--- config.mk ---
export PLATFORM = sky130hd
export DESIGN_NAME = spi_host_ctrl
export DESIGN_NICKNAME = d
export VERILOG_FILES = /design/src/rtl/spi_host_pkg.sv /design/src/rtl/spi_byte_fifo.sv /design/src/rtl/spi_shift_unit.sv /design/src/rtl/spi_host_ctrl.sv
export SDC_FILE = /design/constraint.sdc
export NUM_CORES = 2
export LEC_CHECK = 0
export BUFFER_PORTS_ARGS = -buffer_cell sky130_fd_sc_hd__buf_2
export CAP_MARGIN = 20
export CORE_MARGIN = 3
export CORE_UTILIZATION = 30
export CTS_CLUSTER_DIAMETER = 80
export DETAILED_ROUTE_END_ITERATION = 8
export MAX_ROUTING_LAYER = met4
export SLEW_MARGIN = 10
export SYNTH_ARGS = -nofsm -noshare
export SYNTH_HDL_FRONTEND = slang
export SYNTH_SLANG_ARGS = --single-unit
--- constraint.sdc ---
create_clock -name clk -period 6 [get_ports clk]
set_input_delay 0.9 -clock clk [delete_from_list [all_inputs] [get_ports clk]]
set_output_delay 0.9 -clock clk [all_outputs]
set_load 0.03 [all_outputs]
--- src/rtl/spi_host_pkg.sv ---
package spi_host_pkg;

    // Register byte offsets
    localparam logic [6:0] OFS_RESET = 7'h40;
    localparam logic [6:0] OFS_CTRL  = 7'h60;
    localparam logic [6:0] OFS_STAT  = 7'h64;
    localparam logic [6:0] OFS_TXD   = 7'h68;
    localparam logic [6:0] OFS_RXD   = 7'h6C;
    localparam logic [6:0] OFS_SEL   = 7'h70;
    localparam logic [6:0] OFS_TXOCC = 7'h74;
    localparam logic [6:0] OFS_RXOCC = 7'h78;

    localparam logic [31:0] RESET_KEY  = 32'h0000_000A;
    localparam logic [31:0] EMPTY_MARK = 32'hDEAD_BEEF;

    // Control word bit positions
    localparam int CTRL_TXCLR   = 5;
    localparam int CTRL_RXCLR   = 6;
    localparam int CTRL_INHIBIT = 8;

    typedef enum logic [1:0] {
        SH_IDLE,
        SH_SHIFT,
        SH_GAP
    } sh_state_t;

    // Packed so that rx_empty lands in bit 0
    typedef struct packed {
        logic tx_full;
        logic tx_empty;
        logic rx_full;
        logic rx_empty;
    } stat_t;

    function automatic logic [31:0] occ_word(input logic [31:0] n);
        return (n == 32'd0) ? 32'd0 : n - 32'd1;
    endfunction

endpackage

--- src/rtl/spi_byte_fifo.sv ---
module spi_byte_fifo #(
    parameter  int DEPTH = 256,
    parameter  int W     = 8,
    localparam int AW    = (DEPTH > 1) ? $clog2(DEPTH) : 1,
    localparam int CW    = $clog2(DEPTH + 1)
) (
    input  logic          clk,
    input  logic          rst,
    input  logic          clr,
    input  logic          push,
    input  logic [W-1:0]  din,
    input  logic          pop,
    output logic [W-1:0]  dout,
    output logic          full,
    output logic          empty,
    output logic [CW-1:0] count
);

    logic [W-1:0]  mem [DEPTH];
    logic [AW-1:0] wp, rp;
    logic [CW-1:0] cnt;
    logic          do_push, do_pop;

    assign full    = (cnt == CW'(DEPTH));
    assign empty   = (cnt == '0);
    assign do_push = push && !full;
    assign do_pop  = pop && !empty;
    assign dout    = mem[rp];
    assign count   = cnt;

    always_ff @(posedge clk) begin
        if (rst || clr) begin
            wp  <= '0;
            rp  <= '0;
            cnt <= '0;
        end else begin
            if (do_push) wp <= (int'(wp) == DEPTH - 1) ? '0 : wp + AW'(1);
            if (do_pop)  rp <= (int'(rp) == DEPTH - 1) ? '0 : rp + AW'(1);
            case ({do_push, do_pop})
                2'b10:   cnt <= cnt + CW'(1);
                2'b01:   cnt <= cnt - CW'(1);
                default: cnt <= cnt;
            endcase
        end
    end

    always_ff @(posedge clk) begin
        if (do_push) mem[wp] <= din;
    end


    fifo_bound_chk: assert property (@(posedge clk) disable iff (rst)
        cnt <= CW'(DEPTH));


    fifo_clear_chk: assert property (@(posedge clk) disable iff (rst)
        clr |=> empty);

endmodule

--- src/rtl/spi_shift_unit.sv ---
module spi_shift_unit
    import spi_host_pkg::*;
#(
    parameter  int CLK_DIV = 4,
    localparam int HALF    = CLK_DIV / 2,
    localparam int DW      = $clog2(CLK_DIV + 1)
) (
    input  logic       clk,
    input  logic       rst,
    input  logic       start,
    input  logic [7:0] tx_byte,
    input  logic       miso,
    output logic       busy,
    output logic       done,
    output logic [7:0] rx_byte,
    output logic       sclk,
    output logic       mosi
);

    sh_state_t     state;
    logic [DW-1:0] divcnt;
    logic [2:0]    bitcnt;
    logic [7:0]    tx_sh, rx_sh;
    logic          sclk_q, done_q;

    always_ff @(posedge clk) begin
        if (rst) begin
            state  <= SH_IDLE;
            divcnt <= '0;
            bitcnt <= '0;
            tx_sh  <= '0;
            rx_sh  <= '0;
            sclk_q <= 1'b0;
            done_q <= 1'b0;
        end else begin
            done_q <= 1'b0;
            case (state)
                SH_IDLE: begin
                    if (start) begin
                        tx_sh  <= tx_byte;
                        bitcnt <= '0;
                        divcnt <= '0;
                        sclk_q <= 1'b0;
                        state  <= SH_SHIFT;
                    end
                end
                SH_SHIFT: begin
                    if (divcnt == DW'(HALF - 1)) begin
                        divcnt <= '0;
                        if (!sclk_q) begin
                            sclk_q <= 1'b1;
                            rx_sh  <= {rx_sh[6:0], miso};
                        end else begin
                            sclk_q <= 1'b0;
                            if (bitcnt == 3'd7) begin
                                state  <= SH_GAP;
                                done_q <= 1'b1;
                            end else begin
                                bitcnt <= bitcnt + 3'd1;
                                tx_sh  <= {tx_sh[6:0], 1'b0};
                            end
                        end
                    end else begin
                        divcnt <= divcnt + DW'(1);
                    end
                end
                SH_GAP: begin
                    if (divcnt == DW'(CLK_DIV - 1)) begin
                        divcnt <= '0;
                        state  <= SH_IDLE;
                    end else begin
                        divcnt <= divcnt + DW'(1);
                    end
                end
                default: state <= SH_IDLE;
            endcase
        end
    end

    assign busy    = (state != SH_IDLE);
    assign done    = done_q;
    assign rx_byte = rx_sh;
    assign sclk    = sclk_q;
    assign mosi    = tx_sh[7];


    sclk_idle_chk: assert property (@(posedge clk) disable iff (rst)
        (state != SH_SHIFT) |-> !sclk_q);


    start_idle_chk: assert property (@(posedge clk) disable iff (rst)
        (start && state == SH_IDLE) |=> (state == SH_SHIFT && !sclk_q));

endmodule

--- src/rtl/spi_host_ctrl.sv ---
module spi_host_ctrl
    import spi_host_pkg::*;
#(
    parameter  int NSEL       = 1,
    parameter  int FIFO_DEPTH = 256,
    parameter  int CLK_DIV    = 4,
    localparam int CW         = $clog2(FIFO_DEPTH + 1)
) (
    input  logic            clk,
    input  logic            rst,
    input  logic            reg_wr,
    input  logic            reg_rd,
    input  logic [6:0]      reg_addr,
    input  logic [31:0]     reg_wdata,
    output logic [31:0]     reg_rdata,
    output logic            sclk,
    output logic            mosi,
    input  logic            miso,
    output logic [NSEL-1:0] ss_n,
    output logic            ev_rx_overrun,
    output logic            ev_rx_nonempty,
    output logic            ev_rx_full,
    output logic            ev_tx_empty
);

    logic            soft_rst, rst_all, ctrl_wr;
    logic            inhibit_q, ovr_q;
    logic [NSEL-1:0] sel_q;

    logic            tx_clr, tx_push, tx_full, tx_empty;
    logic [7:0]      tx_dout;
    logic [CW-1:0]   tx_cnt;
    logic            rx_clr, rx_pop, rx_full, rx_empty;
    logic [7:0]      rx_dout;
    logic [CW-1:0]   rx_cnt;
    logic            sh_start, sh_busy, sh_done;
    logic [7:0]      sh_rx;
    stat_t           stat;

    assign soft_rst = reg_wr && (reg_addr == OFS_RESET) && (reg_wdata == RESET_KEY);
    assign rst_all  = rst || soft_rst;
    assign ctrl_wr  = reg_wr && (reg_addr == OFS_CTRL);

    assign tx_clr   = ctrl_wr && reg_wdata[CTRL_TXCLR];
    assign rx_clr   = ctrl_wr && reg_wdata[CTRL_RXCLR];
    assign tx_push  = reg_wr && (reg_addr == OFS_TXD);
    assign rx_pop   = reg_rd && (reg_addr == OFS_RXD);
    assign sh_start = !sh_busy && !tx_empty && !inhibit_q && !tx_clr;

    spi_byte_fifo #(.DEPTH(FIFO_DEPTH), .W(8)) u_txq (
        .clk(clk), .rst(rst_all), .clr(tx_clr),
        .push(tx_push), .din(reg_wdata[7:0]), .pop(sh_start),
        .dout(tx_dout), .full(tx_full), .empty(tx_empty), .count(tx_cnt)
    );

    spi_byte_fifo #(.DEPTH(FIFO_DEPTH), .W(8)) u_rxq (
        .clk(clk), .rst(rst_all), .clr(rx_clr),
        .push(sh_done), .din(sh_rx), .pop(rx_pop),
        .dout(rx_dout), .full(rx_full), .empty(rx_empty), .count(rx_cnt)
    );

    spi_shift_unit #(.CLK_DIV(CLK_DIV)) u_shift (
        .clk(clk), .rst(rst_all), .start(sh_start), .tx_byte(tx_dout),
        .miso(miso), .busy(sh_busy), .done(sh_done), .rx_byte(sh_rx),
        .sclk(sclk), .mosi(mosi)
    );

    always_ff @(posedge clk) begin
        if (rst_all) begin
            inhibit_q <= 1'b0;
            sel_q     <= '1;
            ovr_q     <= 1'b0;
        end else begin
            ovr_q <= sh_done && rx_full;
            if (ctrl_wr) inhibit_q <= reg_wdata[CTRL_INHIBIT];
            if (reg_wr && reg_addr == OFS_SEL) sel_q <= reg_wdata[NSEL-1:0];
        end
    end

    assign stat = '{tx_full: tx_full, tx_empty: tx_empty,
                    rx_full: rx_full, rx_empty: rx_empty};

    always_comb begin
        case (reg_addr)
            OFS_CTRL:  reg_rdata = 32'(inhibit_q) << CTRL_INHIBIT;
            OFS_STAT:  reg_rdata = {28'd0, stat};
            OFS_RXD:   reg_rdata = rx_empty ? EMPTY_MARK : {24'd0, rx_dout};
            OFS_SEL:   reg_rdata = 32'(sel_q);
            OFS_TXOCC: reg_rdata = occ_word(32'(tx_cnt));
            OFS_RXOCC: reg_rdata = occ_word(32'(rx_cnt));
            default:   reg_rdata = 32'd0;
        endcase
    end

    assign ss_n           = sel_q;
    assign ev_rx_overrun  = ovr_q;
    assign ev_rx_nonempty = !rx_empty;
    assign ev_rx_full     = rx_full;
    assign ev_tx_empty    = tx_empty;


    overrun_full_chk: assert property (@(posedge clk) disable iff (rst)
        ev_rx_overrun |-> $past(rx_full));


    soft_reset_chk: assert property (@(posedge clk) disable iff (rst)
        soft_rst |=> (ss_n == '1 && ev_tx_empty && !ev_rx_nonempty));


    inhibit_hold_chk: assert property (@(posedge clk) disable iff (rst)
        (inhibit_q && !sh_busy) |=> !sclk);

endmodule

Word-level counts from Yosys, hierarchy flattened:

Memories as Yosys holds them, arrays and structs flattened. A register that Yosys moved wholly into a read port is not among the register bits.
Cells that the tools add are included.

* input port bits: 44
* output and inout bits: 39
* memories: 2
* register bits after elaboration: 79
* memory bits (writable): 4096
* logic and storage cells: 145

Memories
* u_rxq.mem: depth 256, width 8, rd ports 1, clocked after memory_dff 1, write ports 1, RTL line spi_byte_fifo.sv:19 `logic [W-1:0] mem [DEPTH];`
* u_txq.mem: depth 256, width 8, rd ports 1, clocked after memory_dff 1, write ports 1, RTL line spi_byte_fifo.sv:19

* reductions and logical operators: 40
* $add $sub $neg: 12
* multiplexer cells: 42
* bitwise operators: 3
* equality and inequality tests: 30

Operator list (count)
* 32-bit case mux with 6 select lines: 1
* 32-bit 2-to-1 mux: 3
* 8-bit 2-to-1 mux: 12
* 7-bit equality test, second input constant: 8
* 9-bit case mux with 2 select lines: 2
* 8-bit by 1-bit adder with 8-bit output, second input constant: 4
* 32-bit by 4-bit equality test with 1-bit output, second input constant: 1
* 8-bit by 1-bit equality test with 1-bit output, second input constant: 4
* 9-bit by 1-bit subtractor with 10-bit output, second input constant: 2
* 9-bit by 1-bit adder with 9-bit output, second input constant: 2
* 9-bit equality test, second input constant: 2
* 9-bit zero test: 2
* 3-bit 2-to-1 mux: 6
* 9-bit by 1-bit subtractor with 9-bit output, second input constant: 2
* 1-bit logical AND: 16
* 8-bit case mux with 2 select lines: 1
* 2-bit 2-to-1 mux: 5
* 5-bit AND reduction: 2
* 3-bit case mux with 3 select lines: 1
* 1-bit 2-to-1 mux: 8
* 2-bit by 1-bit != test with 1-bit output, second input constant: 4
* 2-bit nonzero test: 4
* 1-bit zero test: 7
* 3-bit by 1-bit adder with 3-bit output, second input constant: 2
* other kinds (16): 26

Depth between registers and ports, before layout:

* depth in word-level cells: 8
* mapped depth: 20
* depth with buffers taken out: 16

Hierarchy:

From an unflattened synthesis, not the netlist that was laid out.

* cell total of the unflattened synthesis: 8292
* area total of the unflattened synthesis: 165802.8 um^2

Modules (own cells, without submodules)
* spi_byte_fifo: times used 2, area each 81655.8 um^2, seq. area each 62159.6 um^2, cells each 3998
* spi_shift_unit: times used 1, area each 1432.6 um^2, seq. area each 520.5 um^2, cells each 153
* spi_host_ctrl: times used 1, area each 1058.5 um^2, seq. area each 60.1 um^2, cells each 143

Least setup slack after synthesis:

Ideal clock, no wire load.

* path type: in2reg
* from: in reg_addr[1]
* to: reg u_txq.cnt[6], in the netlist u_txq.count[6]
* path slack: 1.443 ns
* library setup time: 0.132 ns
* path buffers: 2
* stages: 17
* data arrival time: 4.425 ns
* path through: nor4_1 nand4_1 nand3_1 inv_2 ha_1 clkbuf_1 buf_1 xor2_1 ha_1 a21oi_1 and3b_1 a221oi_1 o21bai_1 a22o_1 a222oi_1 or3_1 a21oi_1

* cells in the longest elaborated chain, start to end: 8
* elaborated cells between the ends (all ways): 18
* classes of those cells: eq/ne: 5; mux: 1; reduce/logical: 12

Ends and longest elaborated chain
* start: declaration: RTL line spi_host_ctrl.sv:13 `input logic [6:0] reg_addr,`
* 7-bit equality test: RTL line spi_host_ctrl.sv:42 `assign ctrl_wr = reg_wr && (reg_addr == OFS_CTRL);`
* 1-bit logical AND: RTL line spi_host_ctrl.sv:42
* 1-bit logical AND: RTL line spi_host_ctrl.sv:44 `assign tx_clr = ctrl_wr && reg_wdata[CTRL_TXCLR];`
* 1-bit zero test: RTL line spi_host_ctrl.sv:48 `assign sh_start = !sh_busy && !tx_empty && !inhibit_q && !tx_clr;`
* 1-bit logical AND: RTL line spi_host_ctrl.sv:48
* 1-bit logical AND: RTL line spi_byte_fifo.sv:27 `assign do_pop = pop && !empty;`
* 2-bit by 1-bit equality test with 1-bit output or 2-bit equality test (tied branches): RTL line spi_byte_fifo.sv:39 `case ({do_push, do_pop})`
* 9-bit case mux with 2 select lines or 2-bit nonzero test (tied branches)
* end signal: assignment: RTL line spi_byte_fifo.sv:40 `2'b10: cnt <= cnt + CW'(1);`
* end signal: assignment: RTL line spi_byte_fifo.sv:41 `2'b01: cnt <= cnt - CW'(1);`
* end signal: assignment: RTL line spi_byte_fifo.sv:42 `default: cnt <= cnt;`
* end: declaration: RTL line spi_byte_fifo.sv:21 `logic [CW-1:0] cnt;`

Parallel ways exist; a longest one is shown, timed or not.
A chain may end at the register's enable or synchronous reset.

==> reports/qor.txt <==
Final hold vios -> 0
Share of the synthesized area in the top cell type -> 0.747
Post-synth ARST share -> 0
Max_cap viols -> 0
Power Dens Cells -> 342 nW/um^2
Flop2flop setup slack -> 0.81 ns
RSZ-0062 raised after global routing -> no
Register bit total from synthesis -> 4,191
Final net count -> 8,431
CP top delay family -> multiplexers
Initial Utilization -> 0.302
Largest cells by area after synthesis -> edfxtp_1, mux4_2, nor2_1, mux2i_1, dfxtp_1
Routed WL -> 435 mm
CTS sink cnt -> 4,191
Via-to-Cell Ratio -> 5.18
Antenna-violating nets left -> 0
Pre-CTS setup slack -> 0.295 ns
Setup Skew -> 0.0996 ns
Worst r2r dst -> u_txq.count[6]$_SDFFE_PP0P_
Crit end category -> output port
DRC errors left -> 0
Non-Filler Instances -> 15,900
Initial antenna violation count -> 18
PortBufs -> 82
Fill count -> 50,000
Placed insts -> 15,200
Total overflow reported by the global router -> 0
Yosys warns -> 0
Post-synth top cells -> edfxtp_1, mux4_2, nor2_1
Startpoint types -> register
Top_reg_cell synth -> edfxtp_1
Top-count cell post-synth -> edfxtp_1
Total Routing Usage GR -> 0.155
H-tree Lvls -> 5
Number of synthesized flops with an enable pin -> 4,096
Setup ws final -> 0.0343 ns
Achievable Freq -> 168 MHz
Max Slew Vio Count -> 0
DR pass1 iterations -> 6
Leak pwr -> 57.0 nW
I/O Pins -> 83
WL/cell -> 27.3 um
Synthesized Nets -> 8,040
Root Driver -> clkbuf_16
Most area-hungry cell type in the Yosys netlist -> edfxtp_1
CP peak stage delay -> 0.53 ns
Cell area after synthesis -> 165,000 sq um
Final setup vio count -> 0
Crit share post-route -> 0.994
Largest net degree at the start of global routing -> 241
TritonCTS Buffers -> 403
Clock slew at reported path FFs -> 0.06 ns
Post-Synthesis Cells -> 7,960
Hold path depth -> 1
FP Rows -> 271
CP bufs+invs -> 4
Clock Latency Late Sink -> 1.00 ns
Headroom to the max-slew limit -> 0.183
R2R cell count -> 15
Die W -> 747 um
End of the worst hold path -> u_txq.mem[65][1]$_DFFE_PP_
Minimum clock period -> 5.97 ns
1st-iter DRT viols -> 10,500
Worst-path maximum fanout -> 30
Worst-Margin Slew -> 1.22 ns
Vias in the first global route -> 82,900
Critical Path AT -> 5.07 ns
Global-route wire length before repair -> 621 mm
Total number of vias -> 82,600
VDD IR max -> 0.000323 V
Clock buffer depth -> 4
Status -> finished clean
Fraction of layout cells with a size suffix above 1 -> 0.249
Die Ht -> 747 um
Hold Crit Class -> input pin to register
WS Path Type -> register to output port
Routability Congestion -> 0.876
Critical hold path startpoint -> reg_wdata[1]
Die area -> 558,000 sq um
Area Growth Syn to Fin -> 14.4%
Critical Path RT -> 5.10 ns
Crit Reg-Reg Startpoint -> u_txq.count[4]$_SDFFE_PP0P_
Core Area -> 546,000 sq um
Synthesized area per cell -> 20.7 sq um
CP cell instances -> buf_4 > buf_12 > buf_4 > mux4_2 > mux2i_1 > a21oi_1 > mux4_2 > mux2i_1 > o211ai_1 > buf_2
Distinct cells, synth -> 80
CTS tree -> yes
Slowest CP cell -> mux4_2
Sequential area share after synthesis -> 0.759
HPWL after DPL -> 269 mm
-- placed cells by master (no fill, tap or decap), drive strengths merged, types with 10 or more instances in the layout --
cell	synthesis	final
o221ai	23	23
o21ai	72	72
o22ai	35	35
a211oi	38	38
edfxtp	4096	4096
nor2b	38	38
a221oi	11	11
buf	295	455
or3	13	13
a31oi	33	33
mux2	16	16
nand3	80	80
a22oi	58	58
nor2	681	681
mux4	1076	1076
nor3	49	49
xnor2	21	21
bufinv	0	41
o211ai	13	13
mux2i	225	225
a2111oi	10	10
clkbuf	182	488
ha	35	35
nand2	332	332
xor2	26	26
clkinv	5	175
dfxtp	95	95
a21oi	136	136
and3	37	37
clkinvlp	0	17
inv	34	59
diode	0	33
nor4	20	20
nand4	30	30
-- worst max-delay path by stage --
stage                startpoint                          end  cells after the start
detailed placement  reg_addr[1]  u_txq.count[6]$_SDFFE_PP0P_                     18
global route           register                 reg_rdata[2]                      9
finish                 register                 reg_rdata[2]                     10
floorplan           reg_addr[1]  u_txq.count[6]$_SDFFE_PP0P_                     17
global placement    reg_addr[1]  u_txq.count[6]$_SDFFE_PP0P_                     18
CTS                    register                 reg_rdata[4]                      9
-- registers in the layout, indices dropped and copies added (netlist names), named ones only --
register,count
inhibit_q,1
u_txq.rp,8
u_txq.count,9
u_rxq.wp,8
u_rxq.rp,8
u_shift.rx_byte,8
u_rxq.count,9
u_txq.mem,2048
ss_n,1
u_shift.tx_sh,8
u_shift.divcnt,3
u_shift.bitcnt,3
u_rxq.mem,2048
u_txq.wp,8
ev_rx_overrun,1
u_shift.done,1
u_shift.sclk,1
u_shift.state,2
-- area by class of cell --
cell class	count	area, sq um	share of cell area
clock buffer	480	10500	0.0558
antenna	33	82.6	0.000439
multi-input combinational	3253	37000	0.196
timing repair buffer	463	3970	0.0211
tap	7234	9050	0.0481
sequential	4191	125000	0.664
inverter	39	153	0.000811
clock inverter	253	2580	0.0137
-- per-stage QoR --
stage / instance area [sq um] / util / hold WS (ns) / power, mW / setup TNS (ns)
floorplan: 165000 / - / 0.444 / 37.5 / 0
global placement: 175000 / 0.320 / 0.457 / 39.5 / 0
detailed placement: 175000 / 0.320 / 0.474 / 39.5 / 0
CTS: 188000 / 0.345 / 0.302 / 64.7 / -0.0860
global route: 188000 / 0.345 / 0.348 / 66.2 / 0
finish: 188000 / 0.345 / 0.381 / 64.3 / 0
-- cell families after synthesis --
logic type,after synthesis,share of synthesized area
DFF,4191,0.759
and+or+nand+nor,1337,0.0350
muxes,1317,0.163
AOI/OAI and AO/OA,516,0.0208
buffers and inverters,516,0.0174
xor gates and xnor gates,47,0.00250
adders and majority gates,36,0.00278
-- what timing repair did --
action,4_1_cts,5_1_grt
endpoints found under the setup margin,5,3
hold buffers,0,0
buffers inserted,3,2
resized for setup,6,3
pin swaps,0,0
-- power breakdown --
part           total, mW  leakage, nW  internal (mW)  switching [mW]
clock network       25.4         6.37           14.3            11.1
registers           32.2         38.2           31.9           0.274
logic               6.67         12.4           2.94            3.74
-- per-layer routing --
metal	up-vias	routed length [um]	global-route usage
met5	-	0	-
met4	0	13500	0.0435
met3	723	39700	0.0332
met2	3962	204000	0.237
met1	44200	178000	0.209
li1	33700	-	-
(Power assumes the default switching activity.)
